**config.mk**
```make
export PLATFORM = sky130hd
export DESIGN_NAME = sar_host_ctrl
export DESIGN_NICKNAME = d
export VERILOG_FILES = /design/src/rtl/sar_host_pkg.sv /design/src/rtl/sar_sync2.sv /design/src/rtl/sar_rate_timer.sv /design/src/rtl/sar_host_ctrl.sv
export SDC_FILE = /design/constraint.sdc
export NUM_CORES = 1
export LEC_CHECK = 0
export ABC_AREA = 1
export BUFFER_PORTS_ARGS = -buffer_cell sky130_fd_sc_hd__buf_2
export CORE_MARGIN = 4
export CORE_UTILIZATION = 30
export CTS_CLUSTER_SIZE = 16
export DETAILED_ROUTE_END_ITERATION = 16
export GPL_ROUTABILITY_DRIVEN = 1
export MAX_ROUTING_LAYER = met4
export PLACE_DENSITY = 0.46
export REMOVE_ABC_BUFFERS = 1
export SYNTH_ARGS = -nofsm -noshare
export SYNTH_HDL_FRONTEND = slang
export SYNTH_SLANG_ARGS = --single-unit
```
**constraint.sdc**
```tcl
create_clock -name clk -period 2.6 [get_ports clk]
set_input_delay 0.13 -clock clk [delete_from_list [all_inputs] [get_ports clk]]
set_output_delay 0.13 -clock clk [all_outputs]
set_load 0.01 [all_outputs]
```
**src/rtl/sar_host_pkg.sv**
```systemverilog
`timescale 1ns/1ps
package sar_host_pkg;

    typedef enum logic [2:0] {
        ST_IDLE,
        ST_SETUP,
        ST_PULSE,
        ST_WAIT,
        ST_CAPTURE,
        ST_PROTECT,
        ST_SETTLE
    } ctl_state_e;

    function automatic int max3(input int a, input int b, input int c);
        int m;
        m = (a > b) ? a : b;
        return (m > c) ? m : c;
    endfunction

endpackage

```
**src/rtl/sar_sync2.sv**
```systemverilog
`timescale 1ns/1ps
module sar_sync2 #(
    parameter int           W       = 1,
    parameter logic [W-1:0] RST_VAL = '0
) (
    input  logic         clk,
    input  logic         rst_n,
    input  logic [W-1:0] d_i,
    output logic [W-1:0] q_o
);

    logic [W-1:0] meta_q;
    logic [W-1:0] sync_q;

    always_ff @(posedge clk or negedge rst_n) begin
        if (!rst_n) begin
            meta_q <= RST_VAL;
            sync_q <= RST_VAL;
        end else begin
            meta_q <= d_i;
            sync_q <= meta_q;
        end
    end

    assign q_o = sync_q;

endmodule

```
**src/rtl/sar_rate_timer.sv**
```systemverilog
`timescale 1ns/1ps
module sar_rate_timer #(
    parameter int PER_W      = 16,
    parameter int MIN_PERIOD = 2000
) (
    input  logic             clk,
    input  logic             rst_n,
    input  logic             run_i,
    input  logic [PER_W-1:0] period_i,
    output logic             tick_o
);

    localparam logic [PER_W-1:0] MIN_P = PER_W'(MIN_PERIOD);

    logic [PER_W-1:0] eff_period;
    logic [PER_W-1:0] cnt_q;

    // clamp the requested period to the shortest legal cycle
    assign eff_period = (period_i < MIN_P) ? MIN_P : period_i;
    assign tick_o     = run_i && (cnt_q == eff_period - PER_W'(1));

    always_ff @(posedge clk or negedge rst_n) begin
        if (!rst_n) begin
            cnt_q <= '0;
        end else if (!run_i || tick_o) begin
            cnt_q <= '0;
        end else begin
            cnt_q <= cnt_q + PER_W'(1);
        end
    end

endmodule

```
**src/rtl/sar_host_ctrl.sv**
```systemverilog
`timescale 1ns/1ps
module sar_host_ctrl
    import sar_host_pkg::*;
#(
    parameter int DATA_W      = 16,
    parameter int OUT_W       = 24,
    parameter int PER_W       = 16,
    parameter int MIN_PERIOD  = 2000,
    parameter int PULSE_MIN   = 4,
    parameter int TIMEOUT_CYC = 1800,
    parameter int SETTLE_CYC  = 64
) (
    input  logic              clk,
    input  logic              rst_n,
    input  logic              enable,
    input  logic [PER_W-1:0]  period_cfg,
    input  logic              adc_busy,
    input  logic              adc_status,
    input  logic [DATA_W-1:0] adc_data,
    output logic              adc_cs_n,
    output logic              adc_rc,
    output logic              smp_valid,
    output logic [OUT_W-1:0]  smp_data,
    output logic              smp_suspect,
    output logic              timeout_err
);

    localparam int CNT_MAX = max3(TIMEOUT_CYC, SETTLE_CYC, PULSE_MIN) + 1;
    localparam int CNT_W   = $clog2(CNT_MAX + 1);
    localparam int EXT_W   = OUT_W - DATA_W;

    ctl_state_e       state_q, state_d;
    logic [CNT_W-1:0] phase_cnt;
    logic             busy_s, prot_s, busy_d;
    logic             busy_rise;
    logic             tick;
    logic             timer_run;
    logic             tmo_hit;
    logic             suspect_pend;

    // busy resets high (idle), status resets low (not protected)
    sar_sync2 #(.W(2), .RST_VAL(2'b01)) u_sync (
        .clk   (clk),
        .rst_n (rst_n),
        .d_i   ({adc_status, adc_busy}),
        .q_o   ({prot_s, busy_s})
    );

    assign timer_run = enable && (state_q != ST_PROTECT) && (state_q != ST_SETTLE);

    sar_rate_timer #(.PER_W(PER_W), .MIN_PERIOD(MIN_PERIOD)) u_timer (
        .clk      (clk),
        .rst_n    (rst_n),
        .run_i    (timer_run),
        .period_i (period_cfg),
        .tick_o   (tick)
    );

    always_ff @(posedge clk or negedge rst_n) begin
        if (!rst_n) busy_d <= 1'b1;
        else        busy_d <= busy_s;
    end

    assign busy_rise = busy_s && !busy_d;

    // next-state logic
    always_comb begin
        state_d = state_q;
        tmo_hit = 1'b0;
        unique case (state_q)
            ST_IDLE:    if (tick) state_d = ST_SETUP;
            ST_SETUP:   state_d = ST_PULSE;
            ST_PULSE:   if (phase_cnt == CNT_W'(PULSE_MIN)) state_d = ST_WAIT;
            ST_WAIT: begin
                if (busy_rise) begin
                    state_d = ST_CAPTURE;
                end else if (phase_cnt >= CNT_W'(TIMEOUT_CYC)) begin
                    state_d = ST_IDLE;
                    tmo_hit = 1'b1;
                end
            end
            ST_CAPTURE: state_d = ST_IDLE;
            ST_PROTECT: if (!prot_s) state_d = ST_SETTLE;
            ST_SETTLE:  if (phase_cnt == CNT_W'(SETTLE_CYC - 1)) state_d = ST_IDLE;
        endcase
        if (prot_s) begin
            state_d = ST_PROTECT;
            tmo_hit = 1'b0;
        end
    end

    // state register and shared phase counter
    always_ff @(posedge clk or negedge rst_n) begin
        if (!rst_n) begin
            state_q   <= ST_IDLE;
            phase_cnt <= '0;
        end else begin
            state_q <= state_d;
            // the counter keeps running from SETUP through WAIT so it times the whole conversion
            if (state_d != state_q &&
                !(state_q == ST_SETUP && state_d == ST_PULSE) &&
                !(state_q == ST_PULSE && state_d == ST_WAIT)) begin
                phase_cnt <= '0;
            end else if (phase_cnt != CNT_W'(CNT_MAX)) begin
                phase_cnt <= phase_cnt + CNT_W'(1);
            end
        end
    end

    // converter-facing outputs
    always_comb begin
        adc_cs_n = 1'b1;
        adc_rc   = 1'b1;
        unique case (state_q)
            ST_IDLE:    begin adc_cs_n = 1'b1; adc_rc = 1'b1; end
            ST_SETUP:   begin adc_cs_n = 1'b0; adc_rc = 1'b1; end
            ST_PULSE:   begin adc_cs_n = 1'b0; adc_rc = 1'b0; end
            ST_WAIT:    begin adc_cs_n = 1'b0; adc_rc = 1'b1; end
            ST_CAPTURE: begin adc_cs_n = 1'b0; adc_rc = 1'b1; end
            ST_PROTECT: begin adc_cs_n = 1'b0; adc_rc = 1'b0; end
            ST_SETTLE:  begin adc_cs_n = 1'b0; adc_rc = 1'b0; end
        endcase
    end

    // sample stream, suspect marking and sticky error
    always_ff @(posedge clk or negedge rst_n) begin
        if (!rst_n) begin
            smp_valid    <= 1'b0;
            smp_data     <= '0;
            smp_suspect  <= 1'b0;
            suspect_pend <= 1'b0;
            timeout_err  <= 1'b0;
        end else begin
            smp_valid <= 1'b0;
            if (state_q == ST_PROTECT) begin
                suspect_pend <= 1'b1;
            end
            if (state_q == ST_CAPTURE && !prot_s) begin
                smp_valid    <= 1'b1;
                smp_data     <= {{EXT_W{adc_data[DATA_W-1]}}, adc_data};
                smp_suspect  <= suspect_pend;
                suspect_pend <= 1'b0;
            end
            if (tmo_hit) begin
                timeout_err <= 1'b1;
            end
        end
    end

endmodule

```
* Word-level counts from Yosys, hierarchy flattened
Cells that the tools add are included.
Storage, ports and cells: register bits 55, input port bits 37, output and inout bits 29, logic and storage cells 72
Operators by class: add/subtract/negate cells 3, magnitude comparators 2, equal/unequal tests 15, muxes and demuxes 20, reductions and logical operators 21
Operators by type and width (count):
- 16-bit two-way mux | 2
- 11-bit two-way mux | 2
- 3-bit case mux with 7 select lines | 1
- 3-bit two-way mux | 6
- 16-bit by 1-bit adder with 16-bit output (second input constant) | 1
- 16-bit == test | 1
- 16-bit by 11-bit less-than comparator with 1-bit output (second input constant) | 1
- 16-bit by 1-bit subtractor with 16-bit output (second input constant) | 1
- 3-bit by 2-bit == test with 1-bit output (second input constant) | 4
- 11-bit by 1-bit adder with 11-bit output (second input constant) | 1
- 11-bit by 3-bit == test with 1-bit output (second input constant) | 1
- 11-bit by 6-bit == test with 1-bit output (second input constant) | 1
- 11-bit >= comparator (second input constant) | 1
- 11-bit != test (second input constant) | 1
- 3-bit == test (second input constant) | 3
- 1-bit logical AND | 9
- 1-bit two-way mux | 7
- 3-bit != test (second input constant) | 2
- 6-bit OR reduction | 1
- 1-bit logical NOT | 5
- 1-bit case mux with 2 select lines | 2
- 2-bit nonzero test | 2
- 4-bit OR reduction | 1
- 3-bit by 1-bit == test with 1-bit output (second input constant) | 1
- other kinds (4) | 4

* Longest topological paths before layout
Gate-level depths: netlist of run 1.
depth in word-level cells 14, mapped depth 25, depth with buffers taken out 23

* Cells and area by module
Synthesis of run 1 repeated with hierarchy kept, for this count alone.
Unflattened totals: cell total of the unflattened synthesis 491, area total of the unflattened synthesis 3721.1 sq um
By module, submodules not included:
- sar_host_ctrl | times used 1, cells an instance 234, area an instance 1870.5 sq um, seq. area each 877.1 sq um
- sar_rate_timer | times used 1, cells an instance 253, area an instance 1747.9 sq um, seq. area each 400.4 sq um
- sar_sync2 | times used 1, cells an instance 4, area an instance 102.6 sq um, seq. area each 102.6 sq um

* Worst setup path before layout of run 1
OpenSTA, ideal clock, no wires.
path kind input to register, start point input period_cfg[15], end point register phase_cnt[4], library setup time 123 ps, arrival 2329 ps, data required time 2477 ps, path slack 148 ps, stages on the path 22, buffers on the path 2, path through nor2_1 > inv_1 > nor2_4 > nand2_4 > buf_4 > nand2_1 > ha_1 > xor2_1 > nand2_1 > nor2_2 > nand2_1 > nor2_1 > nand2_1 > nor2_1 > nand2_1 > nor2_4 > nand4_2 > nand2_2 > nand2_2 > nand3_1 > buf_4 > a21oi_2
Between the ends: cells in the longest elaborated chain, start to end 14, elaborated cells between the ends (all ways) 19, those cells by class add/sub: 1; order compare: 1; eq/ne: 4; mux: 5; reduce/logical: 8
RTL lines:
- from (decl) | line sar_host_ctrl.sv:16 | input logic [PER_W-1:0] period_cfg,
- 16-bit by 11-bit less-than comparator with 1-bit output | line sar_rate_timer.sv:19 | assign eff_period = (period_i < MIN_P) ? MIN_P : period_i;
- 16-bit two-way mux (*) | line sar_rate_timer.sv:19
- 16-bit by 1-bit subtractor with 16-bit output (*) | line sar_rate_timer.sv:20 | assign tick_o = run_i && (cnt_q == eff_period - PER_W'(1));
- 16-bit == test (*) | line sar_rate_timer.sv:20
- 1-bit logical AND (*) | line sar_rate_timer.sv:20
- 3-bit two-way mux (*) | line sar_host_ctrl.sv:71 | ST_IDLE: if (tick) state_d = ST_SETUP;
- 3-bit case mux with 7 select lines (*) | line sar_host_ctrl.sv:70 | unique case (state_q)
- 3-bit two-way mux (*) | line sar_host_ctrl.sv:86 | if (prot_s) begin
- net state_d[0] | line sar_host_ctrl.sv:32 | ctl_state_e state_q, state_d;
- 3-bit by 2-bit == test with 1-bit output | line sar_host_ctrl.sv:101 | !(state_q == ST_SETUP && state_d == ST_PULSE) &&
- 1-bit logical AND | line sar_host_ctrl.sv:101
- 1-bit logical NOT | line sar_host_ctrl.sv:101
- 1-bit logical AND | line sar_host_ctrl.sv:100 | if (state_d != state_q &&
- 1-bit logical AND (*) | line sar_host_ctrl.sv:101
- 11-bit two-way mux / 2-bit nonzero test (equally long branches)
- to (signal assigned) | line sar_host_ctrl.sv:105 | phase_cnt <= phase_cnt + CNT_W'(1);
- to (decl) | line sar_host_ctrl.sv:33 | logic [CNT_W-1:0] phase_cnt;
The timed path passes the listed nets; every way through them passes the cells marked *. A chain may end at the register's enable or synchronous reset.

* Worst setup path in the final report of run 1
start point register state_q[2], end point register phase_cnt[2]
Between the ends: cells in the longest elaborated chain, start to end 13, elaborated cells between the ends (all ways) 30, those cells by class eq/ne: 11; mux: 8; reduce/logical: 11
RTL lines:
- from (decl) | line sar_host_ctrl.sv:32
- from (signal assigned) | line sar_host_ctrl.sv:98 | state_q <= state_d;
- 3-bit != test | line sar_host_ctrl.sv:49 | assign timer_run = enable && (state_q != ST_PROTECT) && (state_q != ST_SETTLE);
- 1-bit logical AND (2 in series) | line sar_host_ctrl.sv:49
- 1-bit logical AND | line sar_rate_timer.sv:20
- 3-bit two-way mux | line sar_host_ctrl.sv:71
- 3-bit case mux with 7 select lines | line sar_host_ctrl.sv:70
- 3-bit two-way mux | line sar_host_ctrl.sv:86
- 3-bit by 2-bit == test with 1-bit output | line sar_host_ctrl.sv:101
- 1-bit logical AND | line sar_host_ctrl.sv:101
- 1-bit logical NOT | line sar_host_ctrl.sv:101
- 1-bit logical AND | line sar_host_ctrl.sv:100
- 1-bit logical AND (*) | line sar_host_ctrl.sv:101
- 11-bit two-way mux / 2-bit nonzero test (equally long branches)
Mark *: on every way between the ends. The rest lies on a longest branch, timed or not.

==> results.toml, run 1 <==
[floorplanning]
die-area_um2 = 13900
rows = 39
coreArea_um2 = 11600
die_w_um = 118
initial_core_util = 0.313
die_h_um = 118
ios = 66

[yosys]
async_reset_ff_frac = 1.00
synthAdderAreaFrac = 0.0172
ys_types = 39
synthSimpleGateAreaFrac = 0.385
syn_area_um2 = 3630
synth_cells = 510
syn-mean-instance-area_um2 = 7.13
synthFlopType = "dfrtp_1"
synth_edf_count = 0
yosys.area.top_type = "dfrtp_1"
synth_xor_area_frac = 0.0458
muxShareOfSynthArea = 0
netlist.area_leader.share = 0.358
ys_ff_latch = 55
synth_top_family_by_area = "simple AND/OR/NAND/NOR gates"
ys_warn_count = 0
ys_seq_area_frac = 0.380
synth_compound_area_frac = 0.0688
synth.area.top_cells = "dfrtp_1 (36%), nand2_1 (16%), inv_1 (6.7%)"

[final_layout]
syn_to_final_growth_pct = 25.1
multi_input_area_um2 = 1950
final_area_um2 = 4550
antenna_cells = 0
fin_util = 0.392
fill_cells = 1239
stdcell_count = 742
nNetsFinal = 640
drive_gt1_frac = 0.247
regArea_um2 = 1380

[setup_path]
worst-r2r-setup-slack_ns = 0.20
required_ns = 2.83
rr_worst_depth = 12
critPathArrivalTime_ns = 2.63
start_kind = "flop"
crit_fanout = 11
r2r-start = "state_q[2]$_DFF_PN0_"
critPathKind = "reg -> reg"
timing.rr.end = "phase_cnt[2]$_DFFE_PN0P_"
cp-end-kind = "flop"

[routing]
vias = 3392
detail-route-antenna-nets = 0
postRouteWirelength_um = 9060
wl_per_cell_um = 12.2
drt-initial-drc-count = 184
dr.pass1.iters = 4
drc = 0
vias_per_cell = 4.57

[grt]
grt_pass1_wl_um = 15600
grt_pass1_vias = 3389
grt_usage = 0.137
grt_max_degree = 28
antenna_found_initial = 0
overflow = 0

[clock_network]
cts_tree = "built"
cts_buffers = 5
clock_latency_ns = 0.30
clock_sinks = 55
cts_max_path_buffers = 2
cts-root-buf = "clkbuf_16"
path_clk_slew_ns = 0.08
cts.htree.levels = 2

[sta]
maxSlewHeadroom = 0.591
clock.fmax_mhz = 417
hold_viol = 0
timing.final.crit_share = 0.922
fin_skew_ns = 0.00834
setup_violations = 0
drv_slew = 0
rsz0062_at_grt = "no"
tightest_slew_ns = 0.613
layout_min_cycle_time_ns = 2.40

[place]
dp_cells = 728
portBuffers = 65
gp_congestion = 0.861
placed_area_um2 = 4240
place_hpwl_um = 7250

[hold_path]
min_from = "adc_data[3]"
hp-class = "in -> reg"
holdPathStages = 3
holdPathEnd = "smp_data[3]$_DFFE_PN0P_"

[outcome]
status = "finished, final reports clean"

[pwr]
power_density_nw_per_um2 = 684
vdd_drop_max_mv = 0.335
leakagePower_uw = 0.00228

[job]
drv_cap = 0
-- power breakdown --
part | switching (uW) | internal [uW]
Combinational | 728 | 506
Clock | 326 | 393
Sequential | 125 | 1030
Total | 1180 | 1930
-- worst max-delay path, cell delays in order, from the launching register on --
cell      delay (ns)
dfrtp_1         0.42
inv_1           0.15
nor3_1          0.28
inv_1           0.12
nand3_1         0.08
nor2_1          0.06
o211ai_1        0.20
nor3b_1         0.36
nand2_1         0.13
nor2_1          0.10
nand3_1         0.11
buf_12          0.18
a21oi_2         0.13
-- state kept, by name, summed over array words and instances (netlist names) --
name           count
u_sync.meta_q      2
smp_valid          1
busy_d             1
u_sync.q_o         2
smp_suspect        1
u_timer.cnt_q     16
suspect_pend       1
smp_data          16
phase_cnt         11
timeout_err        1
state_q            3
-- timing repair --
item                                   in CTS  in global routing
endpoints found under the hold margin      24                  0
setup endpoints to repair                   0                  5
setup buffers                               0                  2
hold buffers                                3                  0
resized for setup                           0                 16
-- metrics by stage --
step / hold slack (ns) / setup slack (ns) / TNS, ns / power (uW)
CTS: 0.0190 / 0.225 / 0 / 3070
finish: 0.0237 / 0.204 / 0 / 3110
global placement: 0.184 / -0.0559 / -0.493 / 2320
global route: 0.0255 / 0.00657 / 0 / 3340
floorplan: -0.166 / -0.00676 / -0.00699 / 1800
detailed placement: 0.193 / -0.0956 / -1.12 / 2330
-- placed cells by master (no fill, tap or decap), types with 3 or more instances in the layout --
| cell | instances |
|---|---|
| o21ai_0 | 7 |
| nand3b_1 | 3 |
| nor2_4 | 4 |
| dfstp_2 | 3 |
| nand3_2 | 3 |
| buf_4 | 25 |
| nand4_1 | 9 |
| clkbuf_16 | 6 |
| buf_2 | 64 |
| a21oi_1 | 12 |
| a21oi_2 | 10 |
| nor4_1 | 4 |
| ha_1 | 4 |
| xor2_1 | 15 |
| xnor2_1 | 4 |
| dlygate4sd3_1 | 3 |
| inv_1 | 65 |
| nor2_2 | 3 |
| nor3b_1 | 10 |
| nand2_2 | 11 |
| nand3_1 | 34 |
| dfrtp_1 | 52 |
| nor3_1 | 16 |
| nand2_1 | 149 |
| nor2_1 | 54 |
-- cell usage after synthesis, types with 2 or more instances --
| master | instances |
|---|---|
| buf_6 | 2 |
| nor3b_1 | 10 |
| nand3_2 | 3 |
| or2_2 | 2 |
| xnor2_1 | 4 |
| nand2_1 | 153 |
| dfrtp_1 | 52 |
| nor4_1 | 4 |
| nor2_1 | 55 |
| a21oi_2 | 10 |
| inv_2 | 3 |
| nand4_1 | 9 |
| xor2_1 | 15 |
| o21ai_0 | 7 |
| buf_4 | 11 |
| nand3b_1 | 3 |
| clkinv_1 | 2 |
| nand3_1 | 35 |
| nand2_2 | 7 |
| clkbuf_1 | 2 |
| ha_1 | 5 |
| nor2_4 | 4 |
| nor3_1 | 17 |
| inv_1 | 65 |
| a21oi_1 | 13 |
| dfstp_2 | 3 |
| nor2_2 | 2 |
-- final cells by class --
| class | count | area share |
|---|---|---|
| inverters | 70 | 0.0583 |
| repair buffers | 96 | 0.135 |
| multi-input cells | 370 | 0.429 |
| clock inverters | 2 | 0.00440 |
| clock buffers | 6 | 0.0305 |
| flip-flops and latches | 55 | 0.303 |
| well taps | 143 | 0.0393 |
-- per-layer routing --
metal,share of wire,global-route usage
met4,0.031,0.0520
met3,0.031,0.0202
met5,0,-
met1,0.47,0.174
met2,0.47,0.220
-- kinds of logic after synthesis --
group	count (synthesis)
and+or+nand+nor	308
buffers and inverters	85
DFF	55
AOI/OAI and AO/OA	38
xor gates and xnor gates	19
adders and majority gates	5
-- how the worst max path moves through the flow --
stage | start | endpoint | cells past startpoint
floorplan | period_cfg[15] | phase_cnt[0]$_DFFE_PN0P_ | 20
global placement | period_cfg[11] | phase_cnt[0]$_DFFE_PN0P_ | 25
detailed placement | period_cfg[15] | phase_cnt[0]$_DFFE_PN0P_ | 23
CTS | period_cfg[15] | phase_cnt[0]$_DFFE_PN0P_ | 23
global route | period_cfg[11] | phase_cnt[7]$_DFFE_PN0P_ | 24
finish | state_q[2]$_DFF_PN0_ | phase_cnt[2]$_DFFE_PN0P_ | 12
Note: power is estimated with default switching activity, not from simulation.
==> run 2: changes to the inputs <==
==> constraint.sdc (replaced) <==
create_clock -name clk -period 2.6 [get_ports clk]
set_input_delay 0.52 -clock clk [delete_from_list [all_inputs] [get_ports clk]]
set_output_delay 0.52 -clock clk [all_outputs]
set_load 0.01 [all_outputs]
==> run 2 against run 1 <==
Compared with the run above:
- clock power is 7.6% lower
- register-to-register slack improved by 0.11 ns
- the run now ends with setup timing left
- largest cell class unchanged
- core utilization rose by 3.0 points
- via count up 2.6%
- worst setup slack worse by 0.28 ns
==> results.toml, run 2 (synthesized netlist as in run 1, its figures left out) <==
[pwr]
p_sw_frac = 0.380
p_int_uw = 1950
pwr-share-comb = 0.418
power_density_nw_per_um2 = 641
seq_power_share = 0.370
vdd_drop_max_mv = 0.381
leakagePower_uw = 0.00246
p_switching_uw = 1190
clockPowerShare = 0.212

[grt]
grt_pass1_vias = 3556
grt_pass1_wl_um = 16400
grt_usage = 0.143
grt_max_degree = 31
antenna_found_initial = 0
overflow = 0

[routing]
postRouteWirelength_um = 9500
dr.pass1.iters = 4
vias_per_cell = 4.53
detail-route-antenna-nets = 0
drt-initial-drc-count = 190
wl_per_cell_um = 12.4
drc = 0
vias = 3481

[sta]
rsz0062_at_grt = "yes"
timing.final.crit_share = 1.03
fin_skew_ns = 0.00780
tightest_slew_ns = 0.664
drv_slew = 0
maxSlewHeadroom = 0.557
setup_violations = 11
worst_slack_ns = -0.0801
layout_min_cycle_time_ns = 2.68
hold_viol = 0
clock.fmax_mhz = 373

[setup_path]
start_kind = "input pin"
worstPathCellList = "buf_8, nor2_4, nand2_2, nor2_4, nand2_4, buf_6, o31ai_2, buf_12, nand2_2, inv_2, a21oi_1, nor2_1, nand2_1, nor2_4, nand4_4, nand2_2, nand2_2, nand2_2, nand3_4, buf_12, a21oi_2"
max_stage_delay_ns = 0.20
required_ns = 2.82
worst-r2r-setup-slack_ns = 0.31
r2r-start = "state_q[2]$_DFF_PN0_"
critPathMostFrequentCell = "nand2_2"
cp-end-kind = "flop"
critPathArrivalTime_ns = 2.90
timing.rr.end = "phase_cnt[0]$_DFFE_PN0P_"
rr_worst_depth = 12
crit_fanout = 9
critPathKind = "in -> reg"
cpMaxStageDelayCell = "buf_12"

[final_layout]
drive_gt1_frac = 0.313
regArea_um2 = 1380
mostFrequentLayoutCell = "nand2_1"
multi_input_area_um2 = 2060
final_cell_mix = "nand2_1 (146), inv_1 (64), buf_2 (63)"
antenna_cells = 0
fin_util = 0.421
syn_to_final_growth_pct = 34.7
nNetsFinal = 668
fill_cells = 1231
largestRegisters = "smp_data x16, u_timer.cnt_q x16, phase_cnt x11"

[floorplanning]
die_w_um = 118
die-area_um2 = 13900
rows = 39
die_h_um = 118
coreArea_um2 = 11600
ios = 66
initial_core_util = 0.313

[clock_network]
cts_tree = "built"
path_clk_slew_ns = 0.07
postCtsHoldBufs = 0
clock_sinks = 55
clock_latency_ns = 0.30
cts-root-buf = "clkbuf_16"
cts_buffers = 5
cts_max_path_buffers = 2
cts.htree.levels = 2

[hold_path]
hp-class = "in -> async"

[outcome]
violations = "setup timing"
status = "finished with violations"

[job]
drv_cap = 0

[place]
gp_congestion = 0.858
portBuffers = 65
place_hpwl_um = 7370
dpl_worst_slack_ns = -0.492
## run 2: cell count changes in the layout (fill, tap and decap cells not counted), sizes merged
cell and change:
buf +32, clkbuf -2, clkinvlp +1, dlygate4sd3 -3, inv -1
## run 2: power groups by stage
stage | Combinational (uW) | Clock (uW) | Sequential, uW
floorplan | 539 | 0 | 1260
global placement | 1170 | 0 | 1170
detailed placement | 1170 | 0 | 1170
CTS | 1320 | 700 | 1160
global route | 1460 | 733 | 1200
finish | 1310 | 664 | 1160
## run 2: cell type report
class / instances / share of cell area
clock buffers: 5 / 0.0256
clock inverters: 2 / 0.00332
inverters: 70 / 0.0547
multi-input cells: 370 / 0.420
flip-flops and latches: 55 / 0.282
well taps: 143 / 0.0366
repair buffers: 124 / 0.178
## run 2: per-stage QoR
stage               instances  hold WS (ns)  setup TNS [ns]  cell area, um^2  power [uW]
floorplan                 495         0.224           -4.20             3520        1800
global placement          755         0.343           -9.19             4460        2340
detailed placement        755         0.345          -10.51             4460        2350
CTS                       771         0.279          -0.211             4820        3190
global route              769         0.302           -3.27             4890        3390
finish                    769         0.255          -0.646             4890        3140
## run 2: worst max path at each step
| stage | start | endpoint | slack (ns) | depth (start not counted) |
|---|---|---|---|---|
| floorplan | period_cfg[15] | phase_cnt[0]$_DFFE_PN0P_ | -0.40 | 20 |
| global placement | period_cfg[15] | phase_cnt[0]$_DFFE_PN0P_ | -0.42 | 19 |
| detailed placement | period_cfg[15] | phase_cnt[0]$_DFFE_PN0P_ | -0.49 | 20 |
| CTS | period_cfg[11] | phase_cnt[5]$_DFFE_PN0P_ | -0.04 | 24 |
| global route | period_cfg[5] | phase_cnt[5]$_DFFE_PN0P_ | -0.21 | 21 |
| finish | period_cfg[12] | phase_cnt[0]$_DFFE_PN0P_ | -0.08 | 21 |
## run 2: timing repair
| item | in CTS | in global routing |
|---|---|---|
| pin swaps | 5 | 8 |
| gates cloned | 1 | 1 |
| buffers inserted | 8 | 1 |
| endpoints found under the setup margin | 20 | 27 |
| gates resized for setup | 34 | 19 |
## run 2: critical path: cells and delay by family
| kind | cells | cell delay, ns |
|---|---|---|
| buffers and inverters | 5 | 0.69 |
| AOI/OAI and AO/OA | 3 | 0.35 |
| and+or+nand+nor | 13 | 1.32 |
## run 2: layer usage
| metal | global-route usage | part of all wire |
|---|---|---|
| met1 | 0.179 | 0.47 |
| met2 | 0.242 | 0.50 |
| met3 | 0.0187 | 0.022 |
| met4 | 0.0425 | 0.012 |
| met5 | - | 0 |
